File: src/rtl/hp_pkg.sv
package hp_pkg;
  localparam int SLOT_N = 32;
  localparam int SLOT_W = 5;

  typedef enum logic [1:0] {
    DR_IDLE    = 2'd0,
    DR_WALK    = 2'd1,
    DR_REBUILD = 2'd2
  } drain_st_e;

  // word offsets (byte address bits [4:2])
  localparam logic [2:0] OFF_INS  = 3'd0;
  localparam logic [2:0] OFF_REM  = 3'd1;
  localparam logic [2:0] OFF_EJ   = 3'd2;
  localparam logic [2:0] OFF_MASK = 3'd3;
  localparam logic [2:0] OFF_SEL  = 3'd4;

  // index of the lowest set bit, 0 when none is set
  function automatic logic [SLOT_W-1:0] low_slot(input logic [SLOT_N-1:0] v);
    logic [SLOT_W-1:0] r;
    r = '0;
    for (int i = SLOT_N - 1; i >= 0; i--) begin
      if (v[i]) r = SLOT_W'(i);
    end
    return r;
  endfunction
endpackage

File: src/rtl/hp_bus_status.sv
module hp_bus_status
  import hp_pkg::*;
(
  input  logic              clk,
  input  logic              rst_n,
  input  logic [SLOT_N-1:0] set_ins,
  input  logic [SLOT_N-1:0] set_rem,
  input  logic [SLOT_N-1:0] clr,
  input  logic              rd_clr_ins,
  input  logic              mask_load,
  input  logic [SLOT_N-1:0] mask_val,
  output logic [SLOT_N-1:0] ins_q,
  output logic [SLOT_N-1:0] rem_q,
  output logic [SLOT_N-1:0] mask_q
);
  logic [SLOT_N-1:0] ins_d, rem_d;
  logic              ins_en, rem_en;

  // clearing by eject has the last word over any set in the same cycle
  always_comb begin
    ins_d  = ((rd_clr_ins ? '0 : ins_q) | set_ins) & ~clr;
    rem_d  = (rem_q | set_rem) & ~clr;
    ins_en = rd_clr_ins | (|set_ins) | (|clr);
    rem_en = (|set_rem) | (|clr);
  end

  always_ff @(posedge clk or negedge rst_n) begin
    if (!rst_n) begin
      ins_q  <= '0;
      rem_q  <= '0;
      mask_q <= '0;
    end else begin
      if (ins_en)    ins_q  <= ins_d;
      if (rem_en)    rem_q  <= rem_d;
      if (mask_load) mask_q <= mask_val;
    end
  end

  assert_ins_rise_R2: assert property (@(posedge clk) disable iff (!rst_n)
    (|(ins_q & ~$past(ins_q))) |-> $past(|set_ins));

  assert_rem_stable_R5: assert property (@(posedge clk) disable iff (!rst_n)
    (rem_q != $past(rem_q)) |-> $past(|(set_rem | clr)));

  assert_clr_wins_R12: assert property (@(posedge clk) disable iff (!rst_n)
    $past(|clr) |-> ((rem_q & $past(clr)) == '0));

  assert_mask_load_R11: assert property (@(posedge clk) disable iff (!rst_n)
    (mask_q != $past(mask_q)) |-> $past(mask_load));
endmodule

File: src/rtl/hp_drain_seq.sv
module hp_drain_seq
  import hp_pkg::*;
#(
  parameter int NUM_BUS = 4,
  parameter int BUS_W   = 2
) (
  input  logic                      clk,
  input  logic                      rst_n,
  input  logic                      start,
  input  logic [NUM_BUS*SLOT_N-1:0] rem_flat,
  output logic                      busy,
  output logic                      clr_valid,
  output logic [BUS_W-1:0]          clr_bus,
  output logic [SLOT_W-1:0]         clr_slot,
  output logic                      rebuild
);
  localparam logic [BUS_W-1:0] LAST_BUS = BUS_W'(NUM_BUS - 1);

  drain_st_e         state_q, state_d;
  logic [BUS_W-1:0]  bus_q, bus_d;
  logic [SLOT_N-1:0] rem_arr [NUM_BUS];
  logic [SLOT_N-1:0] cur_rem;

  for (genvar b = 0; b < NUM_BUS; b++) begin : g_unpack
    assign rem_arr[b] = rem_flat[b*SLOT_N +: SLOT_N];
  end

  always_comb begin
    cur_rem   = rem_arr[bus_q];
    state_d   = state_q;
    bus_d     = bus_q;
    clr_valid = 1'b0;
    rebuild   = 1'b0;
    case (state_q)
      DR_WALK: begin
        if (|cur_rem) begin
          clr_valid = 1'b1;
        end else if (bus_q == LAST_BUS) begin
          state_d = DR_REBUILD;
        end else begin
          bus_d = bus_q + 1'b1;
        end
      end
      DR_REBUILD: begin
        rebuild = 1'b1;
        state_d = DR_IDLE;
      end
      default: ;
    endcase
    if (start) begin
      state_d = DR_WALK;
      bus_d   = '0;
    end
  end

  assign clr_bus  = bus_q;
  assign clr_slot = low_slot(cur_rem);
  assign busy     = (state_q != DR_IDLE);

  always_ff @(posedge clk or negedge rst_n) begin
    if (!rst_n) begin
      state_q <= DR_WALK;
      bus_q   <= '0;
    end else begin
      state_q <= state_d;
      bus_q   <= bus_d;
    end
  end

  assert_walk_order_R11: assert property (@(posedge clk) disable iff (!rst_n)
    (state_q == DR_WALK && $past(state_q) == DR_WALK && !$past(start))
      |-> (bus_q >= $past(bus_q)));

  assert_rebuild_after_walk_R11: assert property (@(posedge clk) disable iff (!rst_n)
    rebuild |-> $past(state_q == DR_WALK));
endmodule

File: src/rtl/hp_reg_if.sv
module hp_reg_if
  import hp_pkg::*;
#(
  parameter int NUM_BUS = 4,
  parameter int BUS_W   = 2,
  parameter int ADDR_W  = 5,
  parameter int DATA_W  = 32
) (
  input  logic              clk,
  input  logic              rst_n,
  input  logic              req,
  input  logic              wr,
  input  logic [ADDR_W-1:0] addr,
  input  logic [3:0]        be,
  input  logic [DATA_W-1:0] wdata,
  output logic              rd_ok,
  output logic [2:0]        off,
  output logic              eject_req,
  output logic              sel_ok,
  output logic [BUS_W-1:0]  sel_idx,
  output logic [DATA_W-1:0] sel_q
);
  logic acc_ok, wr_sel;

  always_comb begin
    acc_ok    = req && (be == 4'hF) && (addr[1:0] == 2'b00);
    off       = addr[ADDR_W-1:2];
    rd_ok     = acc_ok && !wr;
    wr_sel    = acc_ok && wr && (off == OFF_SEL);
    sel_ok    = (sel_q < DATA_W'(NUM_BUS));
    sel_idx   = sel_q[BUS_W-1:0];
    eject_req = acc_ok && wr && (off == OFF_EJ) && sel_ok && (|wdata);
  end

  always_ff @(posedge clk or negedge rst_n) begin
    if (!rst_n)      sel_q <= '0;
    else if (wr_sel) sel_q <= wdata;
  end

  assert_sel_write_R8: assert property (@(posedge clk) disable iff (!rst_n)
    $past(wr_sel) |-> (sel_q == $past(wdata)));
endmodule

File: src/rtl/hp_slot_ctrl.sv
module hp_slot_ctrl
  import hp_pkg::*;
#(
  parameter int NUM_BUS = 4,
  parameter int ADDR_W  = 5,
  parameter int DATA_W  = 32,
  localparam int BUS_W  = (NUM_BUS > 1) ? $clog2(NUM_BUS) : 1
) (
  input  logic                      clk,
  input  logic                      rst_n,
  input  logic                      legacy_mode,
  input  logic                      sys_reset_req,
  input  logic                      reg_req,
  input  logic                      reg_wr,
  input  logic [ADDR_W-1:0]         reg_addr,
  input  logic [3:0]                reg_be,
  input  logic [DATA_W-1:0]         reg_wdata,
  output logic                      reg_rvalid,
  output logic [DATA_W-1:0]         reg_rdata,
  input  logic                      plug_valid,
  input  logic                      plug_runtime,
  input  logic [BUS_W-1:0]          plug_bus,
  input  logic [SLOT_W-1:0]         plug_slot,
  input  logic                      unplug_valid,
  input  logic [BUS_W-1:0]          unplug_bus,
  input  logic [SLOT_W-1:0]         unplug_slot,
  input  logic [NUM_BUS*SLOT_N-1:0] fixed_mask,
  output logic                      evt_pulse,
  output logic                      eject_valid,
  output logic [BUS_W-1:0]          eject_bus,
  output logic [SLOT_W-1:0]         eject_slot
);
  // reset: asserted asynchronously, released on a clock edge
  logic rst_meta, rst_s_n;
  always_ff @(posedge clk or negedge rst_n) begin
    if (!rst_n) begin
      rst_meta <= 1'b0;
      rst_s_n  <= 1'b0;
    end else begin
      rst_meta <= 1'b1;
      rst_s_n  <= rst_meta;
    end
  end

  // register interface
  logic              rd_ok, eject_req, sel_ok;
  logic [2:0]        off;
  logic [BUS_W-1:0]  sel_idx;
  logic [DATA_W-1:0] sel_q;

  hp_reg_if #(.NUM_BUS(NUM_BUS), .BUS_W(BUS_W), .ADDR_W(ADDR_W), .DATA_W(DATA_W)) u_regif (
    .clk(clk), .rst_n(rst_s_n), .req(reg_req), .wr(reg_wr), .addr(reg_addr),
    .be(reg_be), .wdata(reg_wdata), .rd_ok(rd_ok), .off(off), .eject_req(eject_req),
    .sel_ok(sel_ok), .sel_idx(sel_idx), .sel_q(sel_q)
  );

  // cleanup walk
  logic [NUM_BUS*SLOT_N-1:0] rem_flat;
  logic                      busy, dr_valid, rebuild;
  logic [BUS_W-1:0]          dr_bus;
  logic [SLOT_W-1:0]         dr_slot;

  hp_drain_seq #(.NUM_BUS(NUM_BUS), .BUS_W(BUS_W)) u_drain (
    .clk(clk), .rst_n(rst_s_n), .start(sys_reset_req), .rem_flat(rem_flat),
    .busy(busy), .clr_valid(dr_valid), .clr_bus(dr_bus), .clr_slot(dr_slot),
    .rebuild(rebuild)
  );

  // event acceptance and clear source selection
  logic              plug_acc, unplug_acc;
  logic              clr_valid;
  logic [BUS_W-1:0]  clr_bus;
  logic [SLOT_W-1:0] clr_slot;

  always_comb begin
    plug_acc   = plug_valid && plug_runtime && (32'(plug_bus) < NUM_BUS);
    unplug_acc = unplug_valid && (32'(unplug_bus) < NUM_BUS);
    if (busy) begin
      clr_valid = dr_valid;
      clr_bus   = dr_bus;
      clr_slot  = dr_slot;
    end else begin
      clr_valid = eject_req;
      clr_bus   = sel_idx;
      clr_slot  = low_slot(reg_wdata);
    end
  end

  // per-bus status
  logic [SLOT_N-1:0] ins_arr   [NUM_BUS];
  logic [SLOT_N-1:0] rem_arr   [NUM_BUS];
  logic [SLOT_N-1:0] mask_arr  [NUM_BUS];
  logic [SLOT_N-1:0] fixed_arr [NUM_BUS];

  for (genvar b = 0; b < NUM_BUS; b++) begin : g_bus
    logic [SLOT_N-1:0] set_ins_v, set_rem_v, clr_v;
    logic              rd_clr_v;

    always_comb begin
      set_ins_v = (plug_acc && plug_bus == BUS_W'(b)) ? (SLOT_N'(1) << plug_slot) : '0;
      set_rem_v = (unplug_acc && unplug_bus == BUS_W'(b)) ? (SLOT_N'(1) << unplug_slot) : '0;
      clr_v     = (clr_valid && clr_bus == BUS_W'(b)) ? (SLOT_N'(1) << clr_slot) : '0;
      rd_clr_v  = rd_ok && (off == OFF_INS) && sel_ok && (sel_idx == BUS_W'(b)) && !legacy_mode;
    end

    assign fixed_arr[b]               = fixed_mask[b*SLOT_N +: SLOT_N];
    assign rem_flat[b*SLOT_N +: SLOT_N] = rem_arr[b];

    hp_bus_status u_stat (
      .clk(clk), .rst_n(rst_s_n), .set_ins(set_ins_v), .set_rem(set_rem_v),
      .clr(clr_v), .rd_clr_ins(rd_clr_v), .mask_load(rebuild),
      .mask_val(~fixed_arr[b]), .ins_q(ins_arr[b]), .rem_q(rem_arr[b]),
      .mask_q(mask_arr[b])
    );
  end

  // read mux
  logic [DATA_W-1:0] rdata_d;
  logic              rd_any, ej_fire;

  always_comb begin
    rdata_d = '0;
    if (rd_ok) begin
      case (off)
        OFF_INS:  rdata_d = sel_ok ? ins_arr[sel_idx]  : '0;
        OFF_REM:  rdata_d = sel_ok ? rem_arr[sel_idx]  : '0;
        OFF_MASK: rdata_d = sel_ok ? mask_arr[sel_idx] : '0;
        OFF_SEL:  rdata_d = sel_q;
        default:  rdata_d = '0;
      endcase
    end
    rd_any  = reg_req && !reg_wr;
    ej_fire = clr_valid && !fixed_arr[clr_bus][clr_slot];
  end

  // output registers
  always_ff @(posedge clk or negedge rst_s_n) begin
    if (!rst_s_n) begin
      reg_rvalid  <= 1'b0;
      reg_rdata   <= '0;
      evt_pulse   <= 1'b0;
      eject_valid <= 1'b0;
      eject_bus   <= '0;
      eject_slot  <= '0;
    end else begin
      reg_rvalid  <= rd_any;
      if (rd_any) reg_rdata <= rdata_d;
      evt_pulse   <= plug_acc || unplug_acc;
      eject_valid <= ej_fire;
      if (ej_fire) begin
        eject_bus  <= clr_bus;
        eject_slot <= clr_slot;
      end
    end
  end

  assert_evt_source_R3: assert property (@(posedge clk) disable iff (!rst_s_n)
    evt_pulse |-> $past(plug_valid || unplug_valid));

  assert_oob_read_zero_R9: assert property (@(posedge clk) disable iff (!rst_s_n)
    (reg_rvalid && $past(!sel_ok && (reg_addr[4:2] == OFF_REM))) |-> (reg_rdata == '0));
endmodule

File: config.mk
export PLATFORM = sky130hd
export DESIGN_NAME = hp_slot_ctrl
export DESIGN_NICKNAME = d
export VERILOG_FILES = /design/src/rtl/hp_pkg.sv /design/src/rtl/hp_bus_status.sv /design/src/rtl/hp_drain_seq.sv /design/src/rtl/hp_reg_if.sv /design/src/rtl/hp_slot_ctrl.sv
export SDC_FILE = /design/constraint.sdc
export NUM_CORES = 1
export LEC_CHECK = 0
export BUFFER_PORTS_ARGS = -buffer_cell sky130_fd_sc_hd__buf_4
export CAP_MARGIN = 20
export CORE_ASPECT_RATIO = 0.5
export CORE_MARGIN = 8
export CORE_UTILIZATION = 45
export CTS_CLUSTER_SIZE = 24
export DETAILED_ROUTE_END_ITERATION = 10
export SETUP_SLACK_MARGIN = 0.4
export SYNTH_ARGS = -nofsm -noshare
export SYNTH_HDL_FRONTEND = slang
export SYNTH_SLANG_ARGS = --single-unit
File: constraint.sdc
create_clock -name clk -period 33.3 [get_ports clk]
set_input_delay 3.33 -clock clk [delete_from_list [all_inputs] [get_ports clk]]
set_output_delay 3.33 -clock clk [all_outputs]
set_load 0.02 [all_outputs]
# Word-level counts from Yosys, hierarchy flattened
# Cells that the tools add are included.
# totals
regBits	464
input_bits	192
output_inout_bits	42
# classes
addsub	1
n_lt_le_gt_ge	5
n_eq_ne	24
n_shift	3
n_mux	116
n_bitwise	39
n_reduce_logical	62
# op_table
operator	n
32-bit 2-to-1 mux	30
32-bit OR reduction	14
5-bit 2-to-1 mux	65
32-bit binary-select mux with 2-bit select	5
32-bit bitwise AND	8
32-bit inverter	8
32-bit bitwise OR	8
32-bit one-hot mux with 4 select lines	1
1-bit by 5-bit left shift with 32-bit output (first input constant)	3
1-bit logical AND	33
32-bit by 3-bit < comparator with 1-bit output (second input constant)	1
2-bit == test (second input constant)	10
2-bit 2-to-1 mux	8
1-bit bitwise OR	12
2-bit by 1-bit == test with 1-bit output (second input constant)	5
2-bit zero test	5
3-bit greater-or-equal comparator (second input constant)	3
2-bit inverter with 3-bit output	3
3-bit by 2-bit == test with 1-bit output (second input constant)	2
5-bit by 6-bit < comparator with 1-bit output (second input constant)	1
3-bit AND reduction	2
1-bit binary-select mux with 5-bit select	1
1-bit 2-to-1 mux	5
4-bit == test (second input constant)	1
12 further kinds	16

# Longest topological paths before layout
# logic_depth
depth_word	41
ltp_mapped	17

# Hierarchy
# A second synthesis with hierarchy kept.
# unflattened
cells_unflattened	2812
hier_area_um2	27113.5
# modules_own_cells
module	instances	cells_each	area_per_inst_um2	seq_area_each_um2
hp_bus_status	4	295	3678.5	2402.3
hp_slot_ctrl	1	1398	9355.2	1101.1
hp_reg_if	1	104	1582.8	800.8
hp_drain_seq	1	130	1461.4	101.3

# Worst setup path before layout
# Ideal clock, no wire load.
# synth_path
kind	input port to flip-flop
startpoint	input port reg_wdata[24]
endpoint	register eject_bus[0]
arrival_ns	6.004
path_slack_ns	27.171
cell_stages	11
n_path_buf	1
cell_sequence	nor4_1 a21oi_1 a2111oi_0 a211oi_4 buf_6 mux2i_1 mux2i_1 nor3_1 or4b_4 o211ai_4 mux2_4
# synth_between
elab_chain_cells	30
elab_cells_between_ends	33
cone_classes	29 x mux; 4 x reduce/logical
# synth_lines
element	line_no	source
start: declaration	hp_slot_ctrl.sv:17	input logic [DATA_W-1:0] reg_wdata,
5-bit 2-to-1 mux (25 in series)	hp_pkg.sv:23	if (v[i]) r = SLOT_W'(i);
5-bit 2-to-1 mux	hp_slot_ctrl.sv:78	if (busy) begin
1-bit binary-select mux with 5-bit select	hp_slot_ctrl.sv:133	ej_fire = clr_valid && !fixed_arr[clr_bus][clr_slot];
1-bit 2-to-1 mux (not written as such)	hp_slot_ctrl.sv:133	
1-bit zero test	hp_slot_ctrl.sv:133	
1-bit logical AND *	hp_slot_ctrl.sv:133	
end signal: assignment	hp_slot_ctrl.sv:151	eject_bus <= clr_bus;
end: declaration	hp_slot_ctrl.sv:30	output logic [BUS_W-1:0] eject_bus,
# Mark *: on every way between the ends. The rest lies on a longest branch, timed or not. The select of a mux whose other input is x is not followed.
# A chain may end at the register's enable or synchronous reset.

# Final worst setup path
# layout_path
startpoint	input port reg_wdata[24]
endpoint	register g_bus[3].u_stat.ins_q[2]
# layout_between
elab_chain_cells	30
elab_cells_between_ends	36
cone_classes	1 x shift; 28 x mux; 3 x bitwise; 4 x reduce/logical
# layout_lines
element	line_no	source
5-bit 2-to-1 mux (25 in series)	hp_pkg.sv:23	
5-bit 2-to-1 mux	hp_slot_ctrl.sv:78	
1-bit by 5-bit left shift with 32-bit output	hp_slot_ctrl.sv:102	clr_v = (clr_valid && clr_bus == BUS_W'(b)) ? (SLOT_N'(1) << clr_slot) : '0;
32-bit 2-to-1 mux *	hp_slot_ctrl.sv:102	
32-bit OR reduction / 32-bit inverter (equally long branches)	hp_bus_status.sv:23, hp_bus_status.sv:21	
1-bit bitwise OR / 32-bit bitwise AND (equally long branches)	hp_bus_status.sv:23, hp_bus_status.sv:21	
end signal: assignment	hp_bus_status.sv:33	if (ins_en) ins_q <= ins_d;
end: declaration	hp_bus_status.sv:12	output logic [SLOT_N-1:0] ins_q,
# Mark *: on every way between the ends. The rest lies on a longest branch, timed or not.

==> flow_summary_export.csv <==
group,metric,value,unit
synth,ys_types,66,
synth,synth_largest_area_cell,"dfrtp_1",
sta,holdWs,0.346,ns
floorplanning,rows,59,
outcome,outcome,"completed",
setup_path,critPathMostFrequentCell,"nor2_1",
finish,drive_above_1_share,25.4,%
floorplanning,core_area,0.0522,mm²
setup_path,worst-setup-path-type,"input port to flop",
setup_path,cp_data_required_time,33.75,ns
route,drc_errors,0,
synth,synth-seq-area-share,48.7,%
setup_path,crit_fanout,24,
placed_design,hpwl,61200,µm
synth,synth.yosys.warnings,0,
pwr,power.total,2.36,mW
route,wl,90400,µm
sta,relSlewSlack,21.1,%
finish,final_cells,3134,
finish,fin_nets,2589,
finish,fin_area,0.0278,mm²
clock_network,cts_root_buf,"clkbuf_16",
synth,synth_top_area_share,48.6,%
route,viasPerCell,6.44,
placed_design,place_congestion,0.940,
synth,syn_area,0.0238,mm²
synth,synth_area_per_cell,10.6,µm²
placed_design,post-place-ws,26.26,ns
global_routing,grt_pass1_vias,19800,
clock_network,cts_resized,0,
clock_network,postCtsSetupBuffers,0,
route,drtIter0Drc,2472,
sta,slew_violations,0,
floorplanning,ios,234,
setup_path,cp_num_buf_inv,2,
synth,synth_area_leaders,"dfrtp_1 (49%), mux4_2 (15%), a21oi_1 (5.5%), a22oi_1 (5.1%), nor2_1 (5.0%)",
clock_network,clk_pin_slew_worst_paths,0.06,ns
finish,syn2layout_area_growth,16.5,%
setup_path,critPathMaxStageDelay,0.99,ns
route,dr.pass1.iters,6,
setup_path,cp_cell_sequence,"buf_4, nor4_1, a21oi_1, a2111oi_0, a211oi_4, buf_4, nand2b_1, nor2_1, nand2_1, nor2_1, nor2_1",
clock_network,cts_buffers,45,
clock_network,cts.sinks,464,
sta,setup_viol,0,
placed_design,dpl_cell_area,0.0262,mm²
global_routing,grt_pass1_wl,134000,µm
sta,period_minus_slack,6.52,ns
pwr,leakagePower,12.2,nW
floorplanning,die_w,342,µm
setup_path,cp-end-kind,"flop",
hold_path,hold_class,"flop to flop",
setup_path,critPathSlowestCell,"a2111oi_0",
floorplanning,start_util,45.7,%
sta,skew,0.0260,ns
sta,max_freq,0.153,GHz
synth,ys.flop_type,"dfrtp_1",
setup_path,start_kind,"input port",
synth,netlist_instances,2241,
floorplanning,dieHeight,179,µm
pwr,irDropWorstVdd,0.0000753,V
setup_path,cp_top_family,"simple AND/OR/NAND/NOR gates",
flow_run,max-cap-violations,0,
finish,final_util,53.2,%
global_routing,grt.overflow.total,0,
synth,ys_async_sr_fraction,100,%
clock_network,clk-insertion-delay-late,0.57,ns
clock_network,ctsHoldBuffers,0,
route,wl_per_cell,28.9,µm
sta,finalHoldViolCount,0,
sta,fin_crit_sh,19.6,%
global_routing,grt_start_max_net_pins,174,
floorplanning,dieArea,0.0610,mm²
route,num_vias,20200,
sta,setup_slack,26.78,ns
synth,synth-edff-count,0,
sta,rsz0062_at_grt,"false",
pwr,cellPowerDensity,84.9,mW/mm²
sta,worst_pin_slew,1.15,ns
global_routing,grt.total_usage,29.0,%
clock_network,clock_path_buffers,3,
clock_network,htree_levels,2,
synth,ys_ff_latch,464,
route,ant_nets,0,
sta,finalSetupTns,0,ns
synth,synth_nets,2434,
global_routing,grt_antenna_before_repair,4,
placed_design,dpl.cell_count,3049,
setup_path,arrival,6.97,ns
clock_network,cts_tree,"yes",
placed_design,io_buffers,233,
-- Yosys cell counts (all sizes together), types with 3 or more instances --
cell type,count
nor2,320
a22o,32
nand3,15
o31a,3
o31ai,5
a21oi,265
a211oi,5
mux2i,19
a22oi,161
nand2b,11
a31oi,14
mux2,66
or3b,3
nor4,23
or3,7
mux4,160
nor2b,11
o21ai,180
buf,31
nand2,222
and2,5
clkbuf,135
nor3,17
inv,17
dfrtp,463
nand4,4
nand3b,9
or2,6
-- kinds of logic (layout without fill, tap and decap cells) --
logic type / after synthesis / count (layout) / synth area share [%]
AOI/OAI and AO/OA: 681 / 681 / 17.2
adders and majority gates: 1 / 1 / 0.0525
DFF: 464 / 464 / 48.7
other: 1 / 2 / 0.0157
xor gates and xnor gates: 1 / 1 / 0.0367
buffers and inverters: 183 / 374 / 3.10
and+or+nand+nor: 665 / 665 / 11.8
muxes: 245 / 245 / 19.1
-- path summary, 6_finish.rpt --
check,start,end,slack [ns],cells after the start
setup reg to reg,u_drain.clr_bus[0],eject_slot[0],27.97,12
min in group asynchronous,rst_s_n,g_bus[3].u_stat.ins_q[2],0.37,0
setup / recovery,reg_wdata[24],g_bus[3].u_stat.ins_q[2],26.78,11
max in group asynchronous,rst_s_n,u_drain.clr_bus[0],30.61,2
hold / removal,rst_meta,rst_s_n,0.35,0
hold reg to reg,rst_meta,rst_s_n,0.35,0
-- report_power, final --
part           leakage (nW)  switching, mW  total, mW  internal (mW)
clock                 0.755          0.236      0.543          0.307
combinational          5.76          0.728       1.12          0.388
sequential             5.67         0.0528      0.697          0.644
total                  12.2           1.02       2.36           1.34
-- registers in the layout (all words and copies together) (netlist names), 5 cells and up --
signal and flops:
g_bus.u_stat.mask_q 128, reg_rdata 32, eject_slot 5, g_bus.u_stat.rem_q 128, u_regif.sel_q 32, g_bus.u_stat.ins_q 128
-- cell usage in the layout (no fill, tap or decap), types with 9 or more instances in the layout --
| cell | netlist | routed |
|---|---|---|
| a21oi_1 | 264 | 264 |
| a22o_1 | 32 | 32 |
| a22oi_1 | 161 | 161 |
| a31oi_1 | 14 | 14 |
| buf_4 | 0 | 270 |
| clkbuf_16 | 0 | 45 |
| clkinv_2 | 0 | 16 |
| dfrtp_1 | 463 | 458 |
| inv_1 | 17 | 17 |
| mux2_2 | 62 | 62 |
| mux2i_1 | 18 | 17 |
| mux4_2 | 160 | 160 |
| nand2_1 | 222 | 221 |
| nand2b_1 | 11 | 10 |
| nand3_1 | 15 | 15 |
| nand3b_1 | 9 | 9 |
| nor2_1 | 320 | 311 |
| nor2_2 | 0 | 9 |
| nor2b_1 | 11 | 11 |
| nor3_1 | 17 | 15 |
| nor4_1 | 22 | 22 |
| o21ai_0 | 175 | 175 |
-- per-layer routing --
| metal | vias up | routed length, µm | global-route usage (%) |
|---|---|---|---|
| met1 | 10300 | 36400 | 39.8 |
| met3 | 200 | 11000 | 9.40 |
| met4 | 2 | 2910 | 8.30 |
| met2 | 1138 | 40100 | 44.3 |
| met5 | - | 20 | 0 |
| li1 | 8585 | - | - |
-- layout make-up --
type / count / area (µm²)
inverter: 17 / 63.8
timing repair buffer: 274 / 2110
fill: 4648 / 24400
clock buffer: 53 / 1210
antenna: 1 / 2.50
sequential: 464 / 11600
clock inverter: 30 / 324
multi-input combinational: 1594 / 11600
tap: 701 / 877
Note: power is estimated with default switching activity, not from simulation.
